File: config.mk
export PLATFORM = sky130hd
export DESIGN_NAME = rcp_refine_ctrl
export DESIGN_NICKNAME = d
export VERILOG_FILES = /design/src/rtl/rcp_pkg.sv /design/src/rtl/rcp_desc_fifo.sv /design/src/rtl/rcp_corner_gather.sv /design/src/rtl/rcp_refine_ctrl.sv
export SDC_FILE = /design/constraint.sdc
export NUM_CORES = 1
export LEC_CHECK = 0
export BUFFER_PORTS_ARGS = -buffer_cell sky130_fd_sc_hd__buf_4
export CAP_MARGIN = 20
export CORE_UTILIZATION = 47
export DETAILED_ROUTE_END_ITERATION = 8
export PLACE_DENSITY_LB_ADDON = 0.25
export SYNTH_ARGS = -nofsm -noshare
export SYNTH_HDL_FRONTEND = slang
export SYNTH_SLANG_ARGS = --single-unit
File: constraint.sdc
create_clock -name clk -period 11.4 [get_ports clk]
set_clock_uncertainty 0.15 [all_clocks]
set_input_delay 0.57 -clock clk [delete_from_list [all_inputs] [get_ports clk]]
set_output_delay 0.57 -clock clk [all_outputs]
set_load 0.005 [all_outputs]
File: src/rtl/rcp_pkg.sv
package rcp_pkg;

  typedef enum logic [2:0] {
    ST_IDLE,
    ST_SEED,
    ST_POP,
    ST_WAIT,
    ST_KIDS
  } ctl_state_t;

  // Pixel count of a block whose edge spans 2^span_log steps.
  function automatic int unsigned blk_area(input int unsigned span_log);
    int unsigned side;
    side = (32'd1 << span_log) + 32'd1;
    return side * side;
  endfunction

  function automatic int unsigned blk_score(input int unsigned span_log,
                                            input int unsigned spread);
    return blk_area(span_log) * spread;
  endfunction

  function automatic logic refine_needed(input int unsigned score,
                                         input int unsigned limit,
                                         input int unsigned span_log,
                                         input int unsigned min_log);
    return (span_log > min_log) && (score > limit);
  endfunction

endpackage

File: src/rtl/rcp_desc_fifo.sv
module rcp_desc_fifo #(
  parameter int W     = 13,
  parameter int DEPTH = 64
) (
  input  logic         clk,
  input  logic         rst_n,
  input  logic         push,
  input  logic [W-1:0] din,
  input  logic         pop,
  output logic [W-1:0] dout,
  output logic         empty,
  output logic         full
);
  localparam int AW = (DEPTH > 1) ? $clog2(DEPTH) : 1;

  logic [W-1:0]  mem [DEPTH];
  logic [AW-1:0] wr_q, rd_q;
  logic [AW:0]   cnt_q;

  assign empty = (cnt_q == '0);
  assign full  = (cnt_q == (AW+1)'(DEPTH));
  assign dout  = mem[rd_q];

  always_ff @(posedge clk) begin
    if (push) mem[wr_q] <= din;
  end

  always_ff @(posedge clk) begin
    if (!rst_n) begin
      wr_q  <= '0;
      rd_q  <= '0;
      cnt_q <= '0;
    end else begin
      if (push) wr_q <= (wr_q == AW'(DEPTH-1)) ? '0 : wr_q + AW'(1);
      if (pop)  rd_q <= (rd_q == AW'(DEPTH-1)) ? '0 : rd_q + AW'(1);
      cnt_q <= cnt_q + (AW+1)'(push) - (AW+1)'(pop);
    end
  end

  p_no_overflow_r6: assert property (@(posedge clk) disable iff (!rst_n)
    push |-> !full) else $error("block queue overflow");

  p_no_underflow_r6: assert property (@(posedge clk) disable iff (!rst_n)
    pop |-> !empty) else $error("block queue underflow");

endmodule

File: src/rtl/rcp_corner_gather.sv
module rcp_corner_gather #(
  parameter int PIX_W   = 8,
  parameter int COORD_W = 5,
  parameter int LVL_W   = 3
) (
  input  logic               clk,
  input  logic               rst_n,
  input  logic               go,
  input  logic [LVL_W-1:0]   go_lvl,
  input  logic [COORD_W-1:0] go_x,
  input  logic [COORD_W-1:0] go_y,
  output logic               rd_en,
  output logic [COORD_W-1:0] rd_x,
  output logic [COORD_W-1:0] rd_y,
  input  logic [PIX_W-1:0]   rd_data,
  output logic               rng_vld,
  output logic [PIX_W-1:0]   rng
);
  logic [LVL_W-1:0]   lvl_q;
  logic [COORD_W-1:0] x_q, y_q, span;
  logic [1:0]         k_q;
  logic               act_q, pend_q, first_q, last_q;
  logic [PIX_W-1:0]   mn_q, mx_q, mn_n, mx_n;

  assign span  = COORD_W'(1) << lvl_q;
  assign rd_en = act_q;
  // corner index bit 0 selects right column, bit 1 selects lower row
  assign rd_x  = x_q + (k_q[0] ? span : '0);
  assign rd_y  = y_q + (k_q[1] ? span : '0);

  assign mn_n    = (rd_data < mn_q) ? rd_data : mn_q;
  assign mx_n    = (rd_data > mx_q) ? rd_data : mx_q;
  assign rng_vld = pend_q && last_q;
  assign rng     = mx_n - mn_n;

  always_ff @(posedge clk) begin
    if (!rst_n) begin
      lvl_q   <= '0;
      x_q     <= '0;
      y_q     <= '0;
      k_q     <= '0;
      act_q   <= 1'b0;
      pend_q  <= 1'b0;
      first_q <= 1'b0;
      last_q  <= 1'b0;
      mn_q    <= '0;
      mx_q    <= '0;
    end else begin
      pend_q  <= rd_en;
      first_q <= rd_en && (k_q == 2'd0);
      last_q  <= rd_en && (k_q == 2'd3);
      if (go) begin
        lvl_q <= go_lvl;
        x_q   <= go_x;
        y_q   <= go_y;
        k_q   <= '0;
        act_q <= 1'b1;
      end else if (act_q) begin
        k_q <= k_q + 2'd1;
        if (k_q == 2'd3) act_q <= 1'b0;
      end
      if (pend_q) begin
        mn_q <= first_q ? rd_data : mn_n;
        mx_q <= first_q ? rd_data : mx_n;
      end
    end
  end

  p_go_when_idle_r3: assert property (@(posedge clk) disable iff (!rst_n)
    go |-> !act_q) else $error("corner fetch restarted while busy");

  p_range_after_reads_r3: assert property (@(posedge clk) disable iff (!rst_n)
    rng_vld |-> !rd_en) else $error("range reported before reads finished");

  p_four_reads_r3: assert property (@(posedge clk) disable iff (!rst_n)
    go |=> rd_en) else $error("read did not follow fetch request");

endmodule

File: src/rtl/rcp_refine_ctrl.sv
module rcp_refine_ctrl #(
  parameter int PIX_W    = 8,
  parameter int LOG_EDGE = 4,
  parameter int INIT_LOG = 3,
  parameter int MIN_LOG  = 1,
  localparam int COORD_W = LOG_EDGE + 1,
  localparam int LVL_W   = $clog2(LOG_EDGE + 1),
  localparam int SCORE_W = 2 * (LOG_EDGE + 1) + PIX_W
) (
  input  logic               clk,
  input  logic               rst_n,
  input  logic               start,
  input  logic [SCORE_W-1:0] thr,
  output logic               cv_rd_en,
  output logic [COORD_W-1:0] cv_rd_x,
  output logic [COORD_W-1:0] cv_rd_y,
  input  logic [PIX_W-1:0]   cv_rd_data,
  output logic               ref_vld,
  output logic [LVL_W-1:0]   ref_lvl,
  output logic [COORD_W-1:0] ref_x,
  output logic [COORD_W-1:0] ref_y,
  output logic               itp_vld,
  output logic [LVL_W-1:0]   itp_lvl,
  output logic [COORD_W-1:0] itp_x,
  output logic [COORD_W-1:0] itp_y,
  output logic               done
);
  import rcp_pkg::*;

  localparam int DESC_W = LVL_W + 2 * COORD_W;
  localparam int GRID   = 1 << (LOG_EDGE - INIT_LOG);
  localparam int GW     = $clog2(GRID) + 1;
  localparam int QDEPTH = 1 << (2 * (LOG_EDGE - MIN_LOG));

  ctl_state_t         state_q;
  logic [SCORE_W-1:0] thr_q;
  logic [GW-1:0]      gi_q, gj_q;
  logic [LVL_W-1:0]   cur_lvl, last_lvl_q;
  logic [COORD_W-1:0] cur_x, cur_y, half;
  logic [1:0]         kid_q;
  logic               done_q;

  // Named internal events for the checks
  logic               q_push, q_pop, q_empty, q_full;
  logic [DESC_W-1:0]  q_din, q_dout;
  logic [LVL_W-1:0]   head_lvl;
  logic [COORD_W-1:0] head_x, head_y;
  logic               fetch_go, rng_vld, decide_ref;
  logic [PIX_W-1:0]   rng;
  logic [SCORE_W-1:0] score;

  assign head_lvl = q_dout[DESC_W-1 -: LVL_W];
  assign head_x   = q_dout[2*COORD_W-1 -: COORD_W];
  assign head_y   = q_dout[COORD_W-1:0];

  assign half = COORD_W'(1) << (cur_lvl - LVL_W'(1));

  always_comb begin
    q_push = 1'b0;
    q_din  = '0;
    if (state_q == ST_SEED) begin
      q_push = 1'b1;
      q_din  = {LVL_W'(INIT_LOG),
                COORD_W'(gi_q) << INIT_LOG,
                COORD_W'(gj_q) << INIT_LOG};
    end else if (state_q == ST_KIDS) begin
      q_push = 1'b1;
      q_din  = {cur_lvl - LVL_W'(1),
                cur_x + (kid_q[0] ? half : '0),
                cur_y + (kid_q[1] ? half : '0)};
    end
  end

  assign q_pop    = (state_q == ST_POP) && !q_empty;
  assign fetch_go = q_pop;

  assign score      = SCORE_W'(blk_score(32'(cur_lvl), 32'(rng)));
  assign decide_ref = refine_needed(32'(score), 32'(thr_q),
                                    32'(cur_lvl), 32'(MIN_LOG));

  rcp_desc_fifo #(.W(DESC_W), .DEPTH(QDEPTH)) u_queue (
    .clk   (clk),
    .rst_n (rst_n),
    .push  (q_push),
    .din   (q_din),
    .pop   (q_pop),
    .dout  (q_dout),
    .empty (q_empty),
    .full  (q_full)
  );

  rcp_corner_gather #(.PIX_W(PIX_W), .COORD_W(COORD_W), .LVL_W(LVL_W)) u_gather (
    .clk     (clk),
    .rst_n   (rst_n),
    .go      (fetch_go),
    .go_lvl  (head_lvl),
    .go_x    (head_x),
    .go_y    (head_y),
    .rd_en   (cv_rd_en),
    .rd_x    (cv_rd_x),
    .rd_y    (cv_rd_y),
    .rd_data (cv_rd_data),
    .rng_vld (rng_vld),
    .rng     (rng)
  );

  always_ff @(posedge clk) begin
    if (!rst_n) begin
      state_q    <= ST_IDLE;
      thr_q      <= '0;
      gi_q       <= '0;
      gj_q       <= '0;
      cur_lvl    <= '0;
      cur_x      <= '0;
      cur_y      <= '0;
      kid_q      <= '0;
      last_lvl_q <= '0;
      done_q     <= 1'b0;
      ref_vld    <= 1'b0;
      ref_lvl    <= '0;
      ref_x      <= '0;
      ref_y      <= '0;
      itp_vld    <= 1'b0;
      itp_lvl    <= '0;
      itp_x      <= '0;
      itp_y      <= '0;
    end else begin
      ref_vld <= 1'b0;
      itp_vld <= 1'b0;
      case (state_q)
        ST_IDLE: if (start) begin
          thr_q      <= thr;
          done_q     <= 1'b0;
          gi_q       <= '0;
          gj_q       <= '0;
          last_lvl_q <= LVL_W'(INIT_LOG);
          state_q    <= ST_SEED;
        end
        ST_SEED: begin
          if (gi_q == GW'(GRID - 1)) begin
            gi_q <= '0;
            if (gj_q == GW'(GRID - 1)) state_q <= ST_POP;
            else gj_q <= gj_q + GW'(1);
          end else begin
            gi_q <= gi_q + GW'(1);
          end
        end
        ST_POP: begin
          if (q_empty) begin
            done_q  <= 1'b1;
            state_q <= ST_IDLE;
          end else begin
            cur_lvl    <= head_lvl;
            cur_x      <= head_x;
            cur_y      <= head_y;
            last_lvl_q <= head_lvl;
            state_q    <= ST_WAIT;
          end
        end
        ST_WAIT: if (rng_vld) begin
          if (decide_ref) begin
            ref_vld <= 1'b1;
            ref_lvl <= cur_lvl;
            ref_x   <= cur_x;
            ref_y   <= cur_y;
            kid_q   <= '0;
            state_q <= ST_KIDS;
          end else begin
            itp_vld <= 1'b1;
            itp_lvl <= cur_lvl;
            itp_x   <= cur_x;
            itp_y   <= cur_y;
            state_q <= ST_POP;
          end
        end
        ST_KIDS: begin
          kid_q <= kid_q + 2'd1;
          if (kid_q == 2'd3) state_q <= ST_POP;
        end
        default: state_q <= ST_IDLE;
      endcase
    end
  end

  assign done = done_q;

  p_one_output_r5: assert property (@(posedge clk) disable iff (!rst_n)
    !(ref_vld && itp_vld)) else $error("refine and interpolate in one cycle");

  p_min_span_r7: assert property (@(posedge clk) disable iff (!rst_n)
    ref_vld |-> (ref_lvl > LVL_W'(MIN_LOG))) else $error("smallest span refined");

  p_level_order_r6: assert property (@(posedge clk) disable iff (!rst_n)
    q_pop |-> (head_lvl <= last_lvl_q)) else $error("coarser block after finer one");

  p_done_quiet_r8: assert property (@(posedge clk) disable iff (!rst_n)
    done_q |-> (!cv_rd_en && !ref_vld && !itp_vld)) else $error("activity after done");

  p_done_hold_r8: assert property (@(posedge clk) disable iff (!rst_n)
    (done_q && !start) |=> done_q) else $error("done dropped without start");

  p_busy_start_r9: assert property (@(posedge clk) disable iff (!rst_n)
    (start && state_q != ST_IDLE) |=> $stable(thr_q)) else $error("threshold changed mid-run");

endmodule

After elaboration in Yosys (flattened, before gate mapping). Memory sizes are Yosys's and may differ from the RTL's. A register that Yosys moved wholly into a read port is not among the register bits. Index checks and enable logic that the tools add are counted. Widths: inputs -> output; s select.

Register bits: 123. Memory bits (writable): 832. Bits of input ports: 29. Output and inout bits: 40. Logic and storage cells: 142. Memories: 1.

Memory list: u_queue.mem (depth 64, width 13, read ports 1, clocked after memory_dff 1, write ports 1, line rcp_desc_fifo.sv:16) `logic [W-1:0] mem [DEPTH];`.

Add/sub/neg operators: 15. $mul: 2. $lt $le $gt $ge: 4. Equality and inequality tests: 18. Shift-type cells: 3. Muxes and demuxes: 43. Bitwise operators: 3. Reduce and logical (&&, ||, !) cells: 23.

Operators by type and width (count): $add 32x1->32 const B (1); $mul 32x32->32 (1); $mul 32x8->18 (1); $mux 8 (4); $shl 1x3->32 const A (1); $mux 13 (2); $mux 6 (4); $add 5x5->5 (4); $mux 5 (4); $gt 18x18->1 (1); $mux 3 (6); $pmux 3 s5 (1); $reduce_and 3->1 (5); $mux 2 (7); $add 6x1->6 const B (2); $eq 6x6->1 const B (2); $pmux 2 s2 (3); $mux 1 (11); $ne 2x2->1 const B (5); $shl 1x3->5 const A (2); $add 2x1->2 const B (4); $gt 8x8->1 (1); $lt 8x8->1 (1); $sub 8x8->8 (1); 22 further kinds (37).

Longest topological paths before layout. Gate-level depths: netlist of the first run.

Depth after elaboration: 9. Depth in mapped cells: 52. Depth with buffers taken out: 49.

Cells and area by module. From an unflattened synthesis of the first run, not the netlist that was laid out.

Cells, all modules: 3004. Area total of the unflattened synthesis: 45602.5 um^2.

By module, submodules not included: rcp_desc_fifo (instances 1, cells each 1550, area an instance 33213.1 um^2); rcp_refine_ctrl (instances 1, cells each 1106, area an instance 9381.5 um^2); rcp_corner_gather (instances 1, cells each 348, area an instance 3007.9 um^2).

Least setup slack after synthesis of the first run. No wires, ideal clock.

Kind: register -> register. Start point: register cur_lvl[1]. End point: register ref_lvl[0]. Setup time: 128 ps. Arrival: 11739 ps. Required time: 11122 ps. Path slack: -616 ps. Cell stages (with the launch flop): 51. Period minus slack after synthesis: 12016 ps. Cell sequence: dfxtp_1 -> inv_1 -> ha_1 -> clkbuf_1 -> nor2b_1 -> ha_1 -> clkbuf_1 -> xnor2_1 -> inv_1 -> nand2_1 -> fa_1 -> inv_1 -> fa_1 -> inv_1 -> fa_1 -> inv_1 -> ha_1 -> ha_1 -> [15 not listed] -> inv_1 -> fa_1 -> xnor2_1 -> xnor2_1 -> xnor2_1 -> xnor2_1 -> xnor2_1 -> xnor2_1 -> xnor3_1 -> xnor3_1 -> ha_1 -> nand4_1 -> nor4_1 -> a21oi_1 -> o211ai_1 -> clkbuf_1 -> mux2i_1 -> nor2_1.

Word-level cells in the longest chain between the ends: 7. Elaborated cells between the ends (all ways): 8. Classes of those cells: add/sub: 1; mul: 2; order compare: 2; shift: 1; reduce/logical: 2.

Ends and longest elaborated chain: start: declaration (line rcp_refine_ctrl.sv:38) `logic [LVL_W-1:0] cur_lvl, last_lvl_q;`; start signal: assignment (line rcp_refine_ctrl.sv:153) `cur_lvl <= head_lvl;`; $shl 1x3->32 (line rcp_pkg.sv:14) `side = (32'd1 << span_log) + 32'd1;`; $add 32x1->32 (line rcp_pkg.sv:14); $mul 32x32->32 (line rcp_pkg.sv:15) `return side * side;`; $mul 32x8->18 (line rcp_pkg.sv:20) `return blk_area(span_log) * spread;`; $gt 18x18->1 (line rcp_pkg.sv:27) `return (span_log > min_log) && (score > limit);`; $logic_and 1x1->1 (*) (line rcp_pkg.sv:27); $reduce_and 3->1 (no line) (*); end signal: assignment (line rcp_refine_ctrl.sv:163) `ref_lvl <= cur_lvl;`; end: declaration (line rcp_refine_ctrl.sv:19) `output logic [LVL_W-1:0] ref_lvl,`.

Mark *: on every way between the ends. The rest lies on a longest branch, timed or not. A chain may end at the register's enable or synchronous reset.

Final worst setup path of the first run.
Start point: register cur_lvl[0]. End point: register ref_x[4].

Word-level cells in the longest chain between the ends: 7. Elaborated cells between the ends (all ways): 8. Classes of those cells: add/sub: 1; mul: 2; order compare: 2; shift: 1; reduce/logical: 2.

Ends and longest elaborated chain: $shl 1x3->32 (line rcp_pkg.sv:14); $add 32x1->32 (line rcp_pkg.sv:14); $mul 32x32->32 (line rcp_pkg.sv:15); $mul 32x8->18 (line rcp_pkg.sv:20); $gt 18x18->1 (line rcp_pkg.sv:27); $logic_and 1x1->1 (*) (line rcp_pkg.sv:27); $reduce_and 3->1 (no line) (*); end signal: assignment (line rcp_refine_ctrl.sv:164) `ref_x <= cur_x;`; end: declaration (line rcp_refine_ctrl.sv:20) `output logic [COORD_W-1:0] ref_x,`.

Marks and branches as above.

==> metrics, run 1 <==
Final ANT Viol Nets 0; Sequential Power Share 0.324; DP Area 47000 um^2; Worst Path Required 11.75 ns; # fillers 7306; Setup-failing EPs final 0; Routed met1 length approximately 44 mm; Worst setup EP type register; io pins a little under 70; Hold Slack 0.0554 ns; max cap viols 0; Final GP Congestion 0.853; first-pass GRT wire length between 150 and 200 mm; Finished Cell Area 50700 um^2; first drt pass iteration count 5; status completed; CP max FO 8; nets 3280; Hold Crit Start cv_rd_data[5]; Post-synth EDFFs 832; Synth Register Bits approximately 950; Startpoint Class register; switching pwr 4.19 mW; post-DP HPWL 66.2 mm; clk buf depth 3; Yosys cell types 61; routed vias/inst 5.70; R2R Setup Slk 0.17 ns; dominant delay contributor by cell family on the critical path adder cells; relative slew slack 0.283; RR Startpoint cur_lvl[0]; Core ar. 92200 um^2; sequential fraction of the synthesis area 0.620; Setup CP Type register to register; clk_lat worst skew 0.67 ns; initial antenna violation count 4; Comb pwr share 0.428; # diodes 0; CTS buffer count between 90 and 100; metal3 WL 6.44 mm; R2R Path End ref_x[4]; WL/cell between 20 and 25 um; hold crit path type input pin to register; Power Internal 7.99 mW; full die area 94900 um^2; via count 24402; starting density of the core 0.478; peak supply drop 0.000451 V; clock power share 0.248; Worst Slack Setup Final roughly 0.17 ns; Async SR Flop Fraction 0; Critical path buffers and inverters 10; slowest CP cell fa_1; P per Cell Area 240 nW/um^2; GR Overflow Total 0; dpl ws -0.0347 ns; hold worst-path end u_gather.mn_q[5]; post-synthesis cell count 2726; # DRC 0; P_leak 18.3 nW; Met2 Wirelength 47.5 mm; Critical Path AT 11.58 ns; die height 308 um; CTS tree built; vias in the first global route 24769; area grow syn2layout 15.1%; Mapped Area approximately 44000 um^2; top routing layer in use met4; Synth Area per Inst 16.2 um^2; layout cell share with drive strength beyond 1 0.241; worst setup path start cur_lvl[0]; Rows 111; drt total wl between 100 and 150 mm; CTS HTree Levels 3; Ys Warns 0; WHS Path Cells 3; DR iter-0 viols 2438; Sink Count 948; die width 308 um; RSZ-0062 raised after global routing yes; period utilization 0.985; measured slew at the worst slew-check pin 1.08 ns; CP max stage delay 0.54 ns; total power roughly 12 mW; final slew viol count 0; Worst R2R Path Depth 48; Fin. Hold Viols 0; sw frac 0.344; Max Clock Freq 0.0891 GHz; CTS clock-pin slew for the worst setup and hold paths around 0.06 ns; Final min period 11.23 ns; Port Buffers 68; largest net degree at the start of global routing roughly 140; ys flop type edfxtp_1; GRT Util Overall 0.214; CTS root buffer clkbuf_16
-- flip-flops by register name, indices dropped and copies added (netlist names), 3 cells and up, named ones only --
signal,cells
cur_lvl,3
cur_x,5
cur_y,5
itp_lvl,3
itp_x,5
itp_y,5
ref_lvl,3
ref_x,5
ref_y,5
state_q,3
thr_q,18
u_gather.mn_q,8
u_gather.mx_q,8
u_queue.cnt_q,7
u_queue.mem,832
u_queue.rd_q,6
u_queue.wr_q,6
-- worst max path at each step --
stage                     cells past startpoint         end  slack, ns
after global placement                       49    ref_x[4]       0.12
final                                        48    ref_x[4]       0.17
after CTS                                    48    ref_x[4]      0.005
after global routing                         48    ref_x[4]      -0.28
after floorplan                              51  ref_lvl[0]       0.02
after detailed placement                     45    ref_x[4]      -0.03
-- logic make-up (layout without fill, tap and decap cells) --
logic type	Yosys count	after routing	share of synthesized area
other cells	2	23	0.000170
fa+ha+maj	287	287	0.0992
simple gates	533	533	0.0554
flops	948	948	0.620
buf+inv	330	624	0.0285
xor+xnor	81	81	0.0172
mux	304	304	0.147
compound gates	241	241	0.0329
-- Yosys cell counts (31+ instances only) --
| master | count | area, um^2 |
|---|---|---|
| edfxtp_1 | 832 | 25000 |
| mux2i_1 | 31 | 310 |
| clkbuf_1 | 75 | 282 |
| fa_1 | 104 | 2080 |
| ha_1 | 183 | 2290 |
| dfxtp_1 | 116 | 2320 |
| nand3_1 | 34 | 170 |
| inv_1 | 220 | 826 |
| mux4_2 | 273 | 6150 |
| nor2_1 | 210 | 788 |
| nand2_1 | 141 | 529 |
| a21oi_1 | 112 | 561 |
| xnor2_1 | 49 | 429 |
| o21ai_0 | 45 | 225 |
-- cell usage in the layout, fill, tap and decap left out, drive strengths merged, types with 6 or more instances in the layout --
cell type    synthesis  routed
clkbuf              75     129
dfxtp              116     116
o21a                11      11
nor2               210     210
nand4                9       9
and3                16      16
a21o                21      21
fa                 104     104
nand3               34      34
and2                25      25
o21ai               51      51
buf                 34     217
inv                221     223
clkinv               0      35
conb                 2      23
xor2                30      30
xnor2               49      49
clkinvlp             0       6
nand2b              26      26
nand3b               7       7
nor2b               19      19
edfxtp             832     832
mux4               273     273
or2                  9       9
ha                 183     183
mux2i               31      31
a21oi              112     112
or3                  9       9
dlygate4sd3          0       9
o21bai               9       9
nor3b                6       6
nand2              141     141
nor3                10      10
-- metal layers --
layer / up-vias / global-route usage
li1: 10721 / -
met1: 12714 / 0.314
met2: 833 / 0.339
met3: 134 / 0.0291
met4: 0 / 0.0569
met5: - / 0
-- worst min-delay path: cells and delay by family --
family | cells | cell delay [ns]
buffers and inverters | 1 | 0.12
multiplexers | 1 | 0.07
AND/OR/NAND/NOR | 1 | 0.07
-- metrics by stage --
stage           util  TNS, ns  cells
6_report       0.550        0   4284
4_1_cts        0.544        0   4263
3_5_place_dp   0.510  -0.0520   4080
5_1_grt        0.550    -5.12   4284
2_1_floorplan      -        0   2747
3_3_place_gp   0.509        0   4067
-- power by group through the flow --
stage               logic, mW  registers [mW]  clock network, mW
CTS                      4.95            3.95               3.08
floorplan                3.60            3.99                  0
global route             5.81            3.95               3.21
finish                   5.21            3.94               3.03
detailed placement       4.90            4.03                  0
global placement         4.78            4.02                  0
-- cell type report --
| type | count | area (um^2) | area share |
|---|---|---|---|
| repair buffers | 229 | 1920 | 0.0378 |
| flip-flops and latches | 948 | 27300 | 0.539 |
| well taps | 1243 | 1560 | 0.0307 |
| inverters | 221 | 835 | 0.0165 |
| multi-input cells | 1469 | 16000 | 0.316 |
| clock buffers | 126 | 2600 | 0.0512 |
| clock inverters | 48 | 448 | 0.00883 |
-- what timing repair did --
action | CTS | global route
gates resized for setup | 3 | 71
setup buffers | 0 | 11
endpoints found under the hold margin | 9 | 0
pin swaps | 1 | 65
gates cloned | 0 | 5
hold buffers | 9 | 0
endpoints found under the setup margin | 3 | 32
(Power assumes the default switching activity.)
==> run 2: changes to the inputs <==
==> constraint.sdc (replaced) <==
create_clock -name clk -period 13.4 [get_ports clk]
set_clock_uncertainty 0.15 [all_clocks]
set_input_delay 0.67 -clock clk [delete_from_list [all_inputs] [get_ports clk]]
set_output_delay 0.67 -clock clk [all_outputs]
set_load 0.005 [all_outputs]
==> run 2 against run 1 <==
Clock power down 14%; critical path depth up 1; first-iteration DRC count down 1.7%; maximum frequency down 10%; flip-flop and latch count unchanged; power down 18%; sequential share of layout area up 1.0 points; sequential power down 15%; count of clock-buffer cells in the layout down 1; combinational power down 24%; final area down 1.9%; critical path type unchanged.
==> metrics, run 2 (synthesis gave the netlist of run 1 again) <==
RSZ-0062 raised after global routing no; relative slew slack 0.249; clk buf depth 3; Max Clock Freq about 0.08 GHz; most frequent cells in the layout edfxtp_1 (832), mux4_2 (273), inv_1 (219); Hold Crit Start thr[8]; Port Buffers 68; WHS Path Cells 3; Setup CP Type register to register; routed vias/inst 5.73; CTS HTree Levels 3; CP max FO 10; Critical Path AT between 10 and 15 ns; full die area 94900 um^2; post-route insts no fill 4219; total power 9.95 mW; final slew viol count 0; Fin. Hold Viols 0; Final min period 12.53 ns; period utilization 0.935; peak supply drop 0.000359 V; layout cell share with drive strength beyond 1 0.208; GRT Util Overall 0.217; P_leak 17.9 nW; hold crit path type input pin to register; Fin Setup TNS 0 ns; area grow syn2layout 13.0%; CTS buffer count 95; largest net degree at the start of global routing 153; slowest CP cell fa_1; status completed; cts hold-fix bufs 0; top flop regs u_queue.mem (832), thr_q (18); vias in the first global route 24570; Rows between 100 and 150; via count ~24000; fin util 0.540; nets 3213; CTS root buffer clkbuf_16; Sink Count 948; Core ar. 92200 um^2; Startpoint Class register; DR iter-0 viols between 2000 and 2500; # DRC 0; drt total wl 101 mm; DP Cell Count 4037; die width ~310 um; GR Overflow Total 0; R2R Setup Slk 0.87 ns; CP max stage delay 0.55 ns; CTS tree built; Setup-failing EPs final 0; die height 308 um; RR Startpoint cur_lvl[1]; Final GP Congestion 0.853; starting density of the core 0.478; max FFs per register 832; max cap viols 0; R2R Path End ref_x[2]; Reg with most FFs u_queue.mem; measured slew at the worst slew-check pin 1.12 ns; hold worst-path end thr_q[8]; Final ANT Viol Nets 0; post-DP HPWL ~67 mm; Worst Path Required 13.83 ns; DP Area 46600 um^2; most common cell after layout, fill and taps aside edfxtp_1; Worst setup EP type register; first-pass GRT wire length 154 mm; Worst R2R Path Depth 49; Critical path buffers and inverters 11; initial antenna violation count 0; io pins 69; CTS clock-pin slew for the worst setup and hold paths 0.06 ns; WL/cell 23.9 um; dominant delay contributor by cell family on the critical path adder cells; first drt pass iteration count 5; Finished Cell Area around 50000 um^2; clk_lat worst skew ~0.68 ns; P per Cell Area between 150 and 200 nW/um^2
==> run 2: cell types whose count changed in the layout (fill, tap and decap cells not counted), moves of 5 or more <==
| cell | change |
|---|---|
| ha_1 | +10 |
| ha_4 | -10 |
| buf_4 | -44 |
| dlygate4sd3_1 | -9 |
| a21oi_1 | +5 |
| inv_1 | +6 |
| buf_6 | -10 |
| o21ai_0 | +14 |
| o21ai_2 | -13 |
==> run 2: worst min-delay path, cell delays in order <==
cell and delay, ns:
buf_4 0.11, nand2_1 0.05, a21oi_1 0.05
==> run 2: metal layers <==
layer / GRT usage / up-vias / wire [um]
met5: 0 / - / 0
met4: 0.0452 / 0 / 1390
met3: 0.0359 / 110 / 7610
met2: 0.341 / 897 / 47300
met1: 0.321 / 12579 / 44300
li1: - / 10576 / -
==> run 2: report_power, final <==
group          switching (mW)  internal [mW]  total, mW
Clock                    1.12           1.49       2.61
Combinational            2.22           1.76       3.98
Sequential             0.0544           3.30       3.36
Total                    3.40           6.55       9.95
==> run 2: what timing repair did <==
action	CTS	global route
setup buffers	0	0
gates resized for setup	0	2
endpoints found under the setup margin	0	20
==> run 2: how the worst max path moves through the flow <==
stage	startpoint	end	cells after the start
finish	cur_lvl[1]	ref_x[2]	49
CTS	cur_lvl[1]	state_q[1]	47
floorplan	cur_lvl[1]	ref_lvl[0]	50
detailed placement	cur_lvl[1]	state_q[1]	47
global placement	cur_lvl[1]	ref_x[2]	46
global route	cur_lvl[1]	ref_x[2]	49
==> run 2: layout make-up <==
type	instances	area, um^2
multi-input combinational	1469	15700
antenna	1	2.50
clock buffer	125	2560
timing repair buffer	162	1300
clock inverter	50	515
fill	7377	42500
inverter	221	830
tap	1243	1560
sequential	948	27300
==> run 2: metrics by stage <==
stage                     worst slack (ns)  hold WS (ns)
after detailed placement             0.638         0.303
after global placement               0.766         0.296
after floorplan                       1.38         0.286
after global routing                0.0471        0.0868
final                                0.870         0.119
after CTS                            0.597        0.0776
